**config.mk**
```make
export PLATFORM = sky130hd
export DESIGN_NAME = can_err_irq_agg
export DESIGN_NICKNAME = d
export VERILOG_FILES = /design/src/rtl/cef_pkg.sv /design/src/rtl/cef_flag_bank.sv /design/src/rtl/cef_host_if.sv /design/src/rtl/cef_irq_gen.sv /design/src/rtl/can_err_irq_agg.sv
export SDC_FILE = /design/constraint.sdc
export NUM_CORES = 1
export LEC_CHECK = 0
export BUFFER_PORTS_ARGS = -buffer_cell sky130_fd_sc_hd__buf_2
export CORE_MARGIN = 4
export CORE_UTILIZATION = 57
export DETAILED_ROUTE_END_ITERATION = 10
export PLACE_DENSITY = 0.87
export SYNTH_ARGS = -nofsm -noshare
export SYNTH_HDL_FRONTEND = slang
export SYNTH_HIERARCHICAL = 1
export SYNTH_SLANG_ARGS = --single-unit
```
**constraint.sdc**
```tcl
create_clock -name clk -period 3.5 [get_ports clk]
set_input_delay 0 -clock clk [delete_from_list [all_inputs] [get_ports clk]]
set_output_delay 0 -clock clk [all_outputs]
set_load 0.01 [all_outputs]
```
**src/rtl/cef_pkg.sv**
```systemverilog
package cef_pkg;

    localparam int DATA_W = 8;
    localparam int ADDR_W = 3;
    localparam int CODE_W = 7;
    localparam int NREG   = 1 << ADDR_W;
    localparam int QEV_W  = 2;

    localparam int CODE_MODE_BIT = 7;
    localparam int ST_ERR_BIT    = 5;
    localparam int ST_RXQ_BIT    = 4;
    localparam int ST_TXQ_BIT    = 3;

    typedef enum logic [ADDR_W-1:0] {
        A_ERR_EN   = 3'd0,
        A_ERR_FLG  = 3'd1,
        A_ERR_CODE = 3'd2,
        A_IRQ_EN   = 3'd3,
        A_IRQ_STAT = 3'd4,
        A_TX_CNT   = 3'd5,
        A_RX_CNT   = 3'd6,
        A_SPARE    = 3'd7
    } cef_addr_e;

    typedef struct packed {
        logic [DATA_W-1:0] err_en;
        logic [DATA_W-1:0] err_flg;
        logic [DATA_W-1:0] err_code;
        logic [DATA_W-1:0] irq_en;
        logic [DATA_W-1:0] irq_stat;
        logic [DATA_W-1:0] tx_cnt;
        logic [DATA_W-1:0] rx_cnt;
    } cef_view_t;

    function automatic logic [DATA_W-1:0] pack_status(input logic err_sum,
                                                      input logic rxq,
                                                      input logic txq);
        logic [DATA_W-1:0] s;
        s = '0;
        s[ST_ERR_BIT] = err_sum;
        s[ST_RXQ_BIT] = rxq;
        s[ST_TXQ_BIT] = txq;
        return s;
    endfunction

endpackage

```
**src/rtl/cef_flag_bank.sv**
```systemverilog
module cef_flag_bank #(
    parameter int W = 8
) (
    input  logic         clk,
    input  logic         rst,
    input  logic [W-1:0] set_i,
    input  logic         wr_i,
    input  logic [W-1:0] wmask_i,
    input  logic         replace_i,
    output logic [W-1:0] q_o
);
    logic [W-1:0] q;
    logic [W-1:0] kept;
    logic [W-1:0] nxt;

    always_comb begin
        kept = wr_i ? (q & wmask_i) : q;
        if (replace_i && (|set_i)) nxt = set_i;
        else                       nxt = kept | set_i;
    end

    always_ff @(posedge clk) begin
        if (rst) q <= '0;
        else     q <= nxt;
    end

    assign q_o = q;

    // an event in the same cycle as a clearing write still leaves its bit set
    assert_event_beats_clear_R4: assert property (@(posedge clk) disable iff (rst)
        (set_i != '0) |=> ((q_o & $past(set_i)) == $past(set_i)));

    // no flag rises without an event on that bit in the cycle before
    assert_rise_needs_event_R2: assert property (@(posedge clk) disable iff (rst)
        ((q_o & ~$past(q_o) & ~$past(set_i)) == '0));

    // in replace mode the field holds exactly the latest nonzero event
    assert_latest_only_R6: assert property (@(posedge clk) disable iff (rst)
        (replace_i && (set_i != '0)) |=> (q_o == $past(set_i)));
endmodule

```
**src/rtl/cef_host_if.sv**
```systemverilog
module cef_host_if
    import cef_pkg::*;
(
    input  logic                    wr_i,
    input  logic [ADDR_W-1:0]       addr_i,
    input  cef_view_t               view_i,
    output logic [NREG-1:0]         we_o,
    output logic [DATA_W-1:0]       rdata_o
);
    for (genvar k = 0; k < NREG; k++) begin : g_dec
        assign we_o[k] = wr_i && (addr_i == ADDR_W'(k));
    end

    always_comb begin
        unique case (cef_addr_e'(addr_i))
            A_ERR_EN:   rdata_o = view_i.err_en;
            A_ERR_FLG:  rdata_o = view_i.err_flg;
            A_ERR_CODE: rdata_o = view_i.err_code;
            A_IRQ_EN:   rdata_o = view_i.irq_en;
            A_IRQ_STAT: rdata_o = view_i.irq_stat;
            A_TX_CNT:   rdata_o = view_i.tx_cnt;
            A_RX_CNT:   rdata_o = view_i.rx_cnt;
            default:    rdata_o = '0;
        endcase
    end
endmodule

```
**src/rtl/cef_irq_gen.sv**
```systemverilog
module cef_irq_gen
    import cef_pkg::*;
(
    input  logic              clk,
    input  logic              rst,
    input  logic [DATA_W-1:0] err_flg_i,
    input  logic [DATA_W-1:0] err_en_i,
    input  logic [QEV_W-1:0]  qflg_i,
    input  logic [DATA_W-1:0] irq_en_i,
    output logic [DATA_W-1:0] stat_o,
    output logic              irq_o
);
    logic err_sum;

    assign err_sum = |(err_flg_i & err_en_i);
    assign stat_o  = pack_status(err_sum, qflg_i[1], qflg_i[0]);
    assign irq_o   = |(stat_o & irq_en_i);

    // with every interrupt enable at zero the line stays low
    assert_irq_quiet_R9: assert property (@(posedge clk) disable iff (rst)
        (irq_en_i == '0) |-> !irq_o);

    // no pending flag means no error summary
    assert_err_sum_needs_flag_R7: assert property (@(posedge clk) disable iff (rst)
        (err_flg_i == '0) |-> !stat_o[ST_ERR_BIT]);
endmodule

```
**src/rtl/can_err_irq_agg.sv**
```systemverilog
module can_err_irq_agg
    import cef_pkg::*;
(
    input  logic              clk,
    input  logic              rst,
    input  logic              reg_wr,
    input  logic [2:0]        reg_addr,
    input  logic [7:0]        reg_wdata,
    output logic [7:0]        reg_rdata,
    input  logic [7:0]        fault_evt,
    input  logic [6:0]        code_evt,
    input  logic              rxq_evt,
    input  logic              txq_evt,
    input  logic [7:0]        tx_err_cnt,
    input  logic [7:0]        rx_err_cnt,
    output logic              irq
);
    logic [NREG-1:0]   we;
    logic [DATA_W-1:0] err_en_q;
    logic [DATA_W-1:0] irq_en_q;
    logic              accum_q;
    logic [DATA_W-1:0] err_flg;
    logic [CODE_W-1:0] code_fld;
    logic [QEV_W-1:0]  qflg;
    logic [DATA_W-1:0] stat;
    cef_view_t         view;

    always_ff @(posedge clk) begin
        if (rst) begin
            err_en_q <= '0;
            irq_en_q <= '0;
            accum_q  <= 1'b0;
        end else begin
            if (we[A_ERR_EN])   err_en_q <= reg_wdata;
            if (we[A_IRQ_EN])   irq_en_q <= reg_wdata;
            if (we[A_ERR_CODE]) accum_q  <= reg_wdata[CODE_MODE_BIT];
        end
    end

    cef_flag_bank #(.W(DATA_W)) u_fault_bank (
        .clk(clk), .rst(rst), .set_i(fault_evt), .wr_i(we[A_ERR_FLG]),
        .wmask_i(reg_wdata), .replace_i(1'b0), .q_o(err_flg)
    );

    cef_flag_bank #(.W(CODE_W)) u_code_bank (
        .clk(clk), .rst(rst), .set_i(code_evt), .wr_i(we[A_ERR_CODE]),
        .wmask_i(reg_wdata[CODE_W-1:0]), .replace_i(!accum_q), .q_o(code_fld)
    );

    cef_flag_bank #(.W(QEV_W)) u_queue_bank (
        .clk(clk), .rst(rst), .set_i({rxq_evt, txq_evt}), .wr_i(we[A_IRQ_STAT]),
        .wmask_i({reg_wdata[ST_RXQ_BIT], reg_wdata[ST_TXQ_BIT]}),
        .replace_i(1'b0), .q_o(qflg)
    );

    cef_irq_gen u_irq (
        .clk(clk), .rst(rst), .err_flg_i(err_flg), .err_en_i(err_en_q),
        .qflg_i(qflg), .irq_en_i(irq_en_q), .stat_o(stat), .irq_o(irq)
    );

    always_comb begin
        view.err_en   = err_en_q;
        view.err_flg  = err_flg;
        view.err_code = {accum_q, code_fld};
        view.irq_en   = irq_en_q;
        view.irq_stat = stat;
        view.tx_cnt   = tx_err_cnt;
        view.rx_cnt   = rx_err_cnt;
    end

    cef_host_if u_host (
        .wr_i(reg_wr), .addr_i(reg_addr), .view_i(view),
        .we_o(we), .rdata_o(reg_rdata)
    );

    // an all-ones write to the flag register with no event keeps it unchanged
    assert_ones_write_keeps_R3: assert property (@(posedge clk) disable iff (rst)
        (reg_wr && (reg_addr == 3'd1) && (reg_wdata == 8'hFF) && (fault_evt == '0))
        |=> (err_flg == $past(err_flg)));
endmodule

```
After elaboration in Yosys (flattened, before gate mapping)
Cells that the tools add are included.
{ "word_totals": {"reg_bits": 34, "inputBits": 47, "word_cells": 36} }
{ "op_classes": {"eq_ne": 6, "mux": 5, "bitwise": 8, "reduce_logical": 11} }
{ "ops": {"columns": ["operator", "n"], "rows": [
  ["one-hot mux 8 bit (7 select lines)", 1],
  ["bitwise AND 8 bit", 2],
  ["OR reduction 8 bit", 2],
  ["two-way mux 7 bit", 2],
  ["equality test 3 bit, second input constant", 3],
  ["bitwise AND 6 x 8 -> 8 bit", 1],
  ["two-way mux 8 bit", 1],
  ["bitwise OR 8 bit", 1],
  ["bitwise AND 7 bit", 1],
  ["bitwise OR 7 bit", 1],
  ["OR reduction 7 bit", 1],
  ["equality test 3 x 2 -> 1 bit, second input constant", 2],
  ["logical AND 1 bit", 6],
  ["equality test 3 x 1 -> 1 bit, second input constant", 1],
  ["zero test 3 bit", 1],
  ["bitwise AND 2 bit", 1],
  ["two-way mux 2 bit", 1],
  ["bitwise OR 2 bit", 1],
  ["zero test 1 bit", 1]
]} }

Longest topological paths before layout
{ "logic_depth": {"depth_word": 5, "depth_mapped": 8} }

Cells and area by module
The synthesis kept the hierarchy.
{ "by_module_without_submodules": {"columns": ["module", "n_inst", "cells_per_inst", "area_each_um2"], "rows": [
  ["can_err_irq_agg", 1, 57, 620.6],
  ["cef_host_if", 1, 81, 604.3],
  ["cef_flag_bank (u_fault_bank)", 1, 45, 397.9],
  ["cef_flag_bank (u_code_bank)", 1, 37, 331.6],
  ["cef_irq_gen", 1, 16, 142.6],
  ["cef_flag_bank (u_queue_bank)", 1, 10, 85.1]
]} }

Least setup slack after synthesis
No wires, ideal clock.
{ "synth_path": {"path_kind": "input -> register", "startpoint": "input reg_addr[0]", "endpoint": "register u_fault_bank.q[0], in the netlist u_fault_bank/q_o[0]", "setup_time_ns": 0.129, "arrival_time_ns": 1.348, "t_required_ns": 3.371, "path_slack_ns": 2.023, "cell_stages": 7, "path_buffers": 2, "cell_sequence": "buf_2 -> clkbuf_1 -> nand2_1 -> nor3_1 -> nand2b_1 -> a21oi_1 -> a311oi_1"} }
{ "synth_via": {"elab_chain_cells": 4} }
{ "synth_lines": {"columns": ["element", "line_no", "rtl"], "rows": [
  ["from (decl)", "can_err_irq_agg.sv:7", "input logic [2:0] reg_addr,"],
  ["equality test 3 x 1 -> 1 bit", "cef_host_if.sv:11", "assign we_o[k] = wr_i && (addr_i == ADDR_W'(k));"],
  ["logical AND 1 bit", "cef_host_if.sv:11", null],
  ["named net we[1]", "can_err_irq_agg.sv:18", "logic [NREG-1:0] we;"],
  ["two-way mux 8 bit", "cef_flag_bank.sv:17", "kept = wr_i ? (q & wmask_i) : q;"],
  ["bitwise OR 8 bit", "cef_flag_bank.sv:19", "else nxt = kept | set_i;"],
  ["to (signal assigned)", "cef_flag_bank.sv:24", "else q <= nxt;"],
  ["to (decl)", "cef_flag_bank.sv:12", "logic [W-1:0] q;"]
]} }
The timed path passes the listed nets, and every way through them passes these cells.
A chain may end at the register's enable or synchronous reset.

Worst setup path after layout
{ "layout_path": {"startpoint": "input code_evt[2]", "endpoint": "register u_code_bank.q[5], in the netlist u_code_bank/q_o[5]"} }
{ "layout_via": {"elab_chain_cells": 3} }
{ "layout_lines": {"columns": ["element", "line_no", "rtl"], "rows": [
  ["from (decl)", "can_err_irq_agg.sv:11", "input logic [6:0] code_evt,"],
  ["OR reduction 7 bit", "cef_flag_bank.sv:18", "if (replace_i && (|set_i)) nxt = set_i;"],
  ["logical AND 1 bit", "cef_flag_bank.sv:18", null],
  ["two-way mux 7 bit", "cef_flag_bank.sv:18", null],
  ["to (signal assigned)", "cef_flag_bank.sv:24", null],
  ["to (decl)", "cef_flag_bank.sv:12", null]
]} }
No other way between the ends.

==> flow_summary.yaml <==
global_route:
  overflow: 0
  grt_antenna_before_repair: 0
  grt_pass1_wl_mm: 8.89
  grt_pass1_vias: 1871
  grt_max_degree: 35
  track_usage: 0.225
placement:
  globalplace.congestion: 0.830
  io_buffers: 55
  dp_hpwl_mm: 3.89
power_and_ir_drop:
  ir_drop_mv: 0.256
  cellPowerDensity_mw_per_mm2: 361
  p_total_mw: 0.911
  leakage_nw: 1.05
timing:
  slew_headroom: 0.356
  fin_crit_sh: 0.448
  final.setup.tns_ns: 0
  rsz0062_at_grt: "no"
  skew_ns: 0.00518
  slew_violations: 0
  tightest_slew_ns: 0.959
  setup_viol: 0
  hold_viol_final: 0
  fmax_mhz: 638
  period_minus_slack_ns: 1.57
cells_and_area:
  register_area_um2: 681
  diodes: 0
  nNetsFinal: 339
  post_route_cells_drive_above_1_share: 0.266
  synthToLayoutAreaGrowth_pct: 16.5
  multi_input_area_mm2: 0.00127
  fill_cells: 282
min_path:
  hp-start: "reg_wdata[7]"
  hold_class: "primary input to register"
synthesis:
  synth_cells: 242
  yosys_warnings: 6
  synth_area_mm2: 0.00217
  synth_area_per_cell_um2: 8.95
setup_path:
  crit_start: "code_evt[2]"
  critPathKind: "primary input to register"
  r2r_start: "accum_q"
  worstPathCellList: "dlygate4sd3_1, buf_2, nor4_2, nand4_2, a311oi_1"
  crit_slowest_cell: "dlygate4sd3_1"
  crit_required_ns: 3.69
  cp.arrival_ns: 1.75
  cpPeakStageDelay_ns: 0.55
  startpoint_type: "primary input"
  path_max_fanout: 7
  cp-end-kind: "register"
cts:
  cts.sinks: 34
  cts_tree: "done"
  clk_pin_slew_ns: 0.07
  cts_buffers: 5
  htree_levels: 2
  clk_latency_ns: 0.29
  max-clock-path-buffers: 2
  clockRootBuffer: "clkbuf_8"
routing:
  totalWireLength_mm: 5.41
  routedWlPerCell_um: 15.9
  drc: 0
  drt_iter0_markers: 187
  ant_nets: 0
  routed_via_density: 5.83
  dr.pass1.iters: 4
  vias: 1987
floorplanning:
  start_util: 0.592
  fp.dieH_um: 69.7
  die_x_um: 69.7
  core_area_mm2: 0.00366
  rows: 22
  ios: 56
  die_area_mm2: 0.00485
run_status:
  status: "complete, no violations"
run:
  drv_cap: 0
==> cells in the final DEF, fill, tap and decap left out, drive strengths merged, types with 7 or more instances in the layout <==
cell type  instances
nand3b             7
mux2i             29
clkbuf             8
a21oi             16
inv               18
nand2b            18
a311oi            15
dfxtp             34
buf               56
conb               8
nor2              22
==> path summary, 6_finish.rpt <==
path                             end  slack [ns]  cells after the start
setup / recovery  u_code_bank/q_o[5]        1.93                      5
hold / removal           err_en_q[7]       0.009                      3
setup reg to reg  u_code_bank/q_o[5]        2.59                      2
hold reg to reg          irq_en_q[6]        0.50                      2
==> through the flow <==
step,worst slack [ns],util,cell area [um2],hold WS (ns),cells
2_1_floorplan,2.08,-,2190,0.0646,248
3_3_place_gp,1.75,0.646,2360,0.223,328
3_5_place_dp,1.67,0.646,2360,0.255,328
4_1_cts,1.96,0.687,2510,0.00276,340
5_1_grt,1.72,0.689,2520,0.0214,341
6_report,1.93,0.689,2520,0.00906,341
==> worst max-delay path, delay by kind of cell <==
family	cells	cell delay [ns]
simple gates	2	0.70
compound gates	1	0.35
buf+inv	2	0.69
==> area by class of cell <==
type                    count  share of cell area
clock buffers               8              0.0436
well taps                  48              0.0238
flip-flops and latches     34               0.270
repair buffers             61               0.132
multi-input cells         172               0.504
inverters                  18              0.0268
==> report_power, final <==
group / switching, mW / total, mW / internal (mW)
logic: 0.0867 / 0.160 / 0.0728
clock network: 0.136 / 0.334 / 0.198
registers: 0.0141 / 0.418 / 0.404
==> flip-flops by register name, summed over array words and instances (netlist names) <==
name,count
u_code_bank/q_o,7
accum_q,1
u_fault_bank/q_o,8
irq_en_q,8
err_en_q,8
u_queue_bank/q_o,2
==> timing repair <==
item | in CTS | in global routing
hold buffers | 4 | 1
endpoints found under the hold margin | 4 | 1
buffers inserted | 0 | 0
resized for setup | 0 | 0
==> per-layer routing <==
metal | share of wire | up-vias | track usage
met5 | 0 | - | 0
met4 | 0.023 | 0 | 0.0915
met3 | 0.084 | 13 | 0.0638
met2 | 0.46 | 91 | 0.345
met1 | 0.43 | 913 | 0.297
li1 | - | 970 | -
No activity file was read; power rests on OpenSTA's default activity.
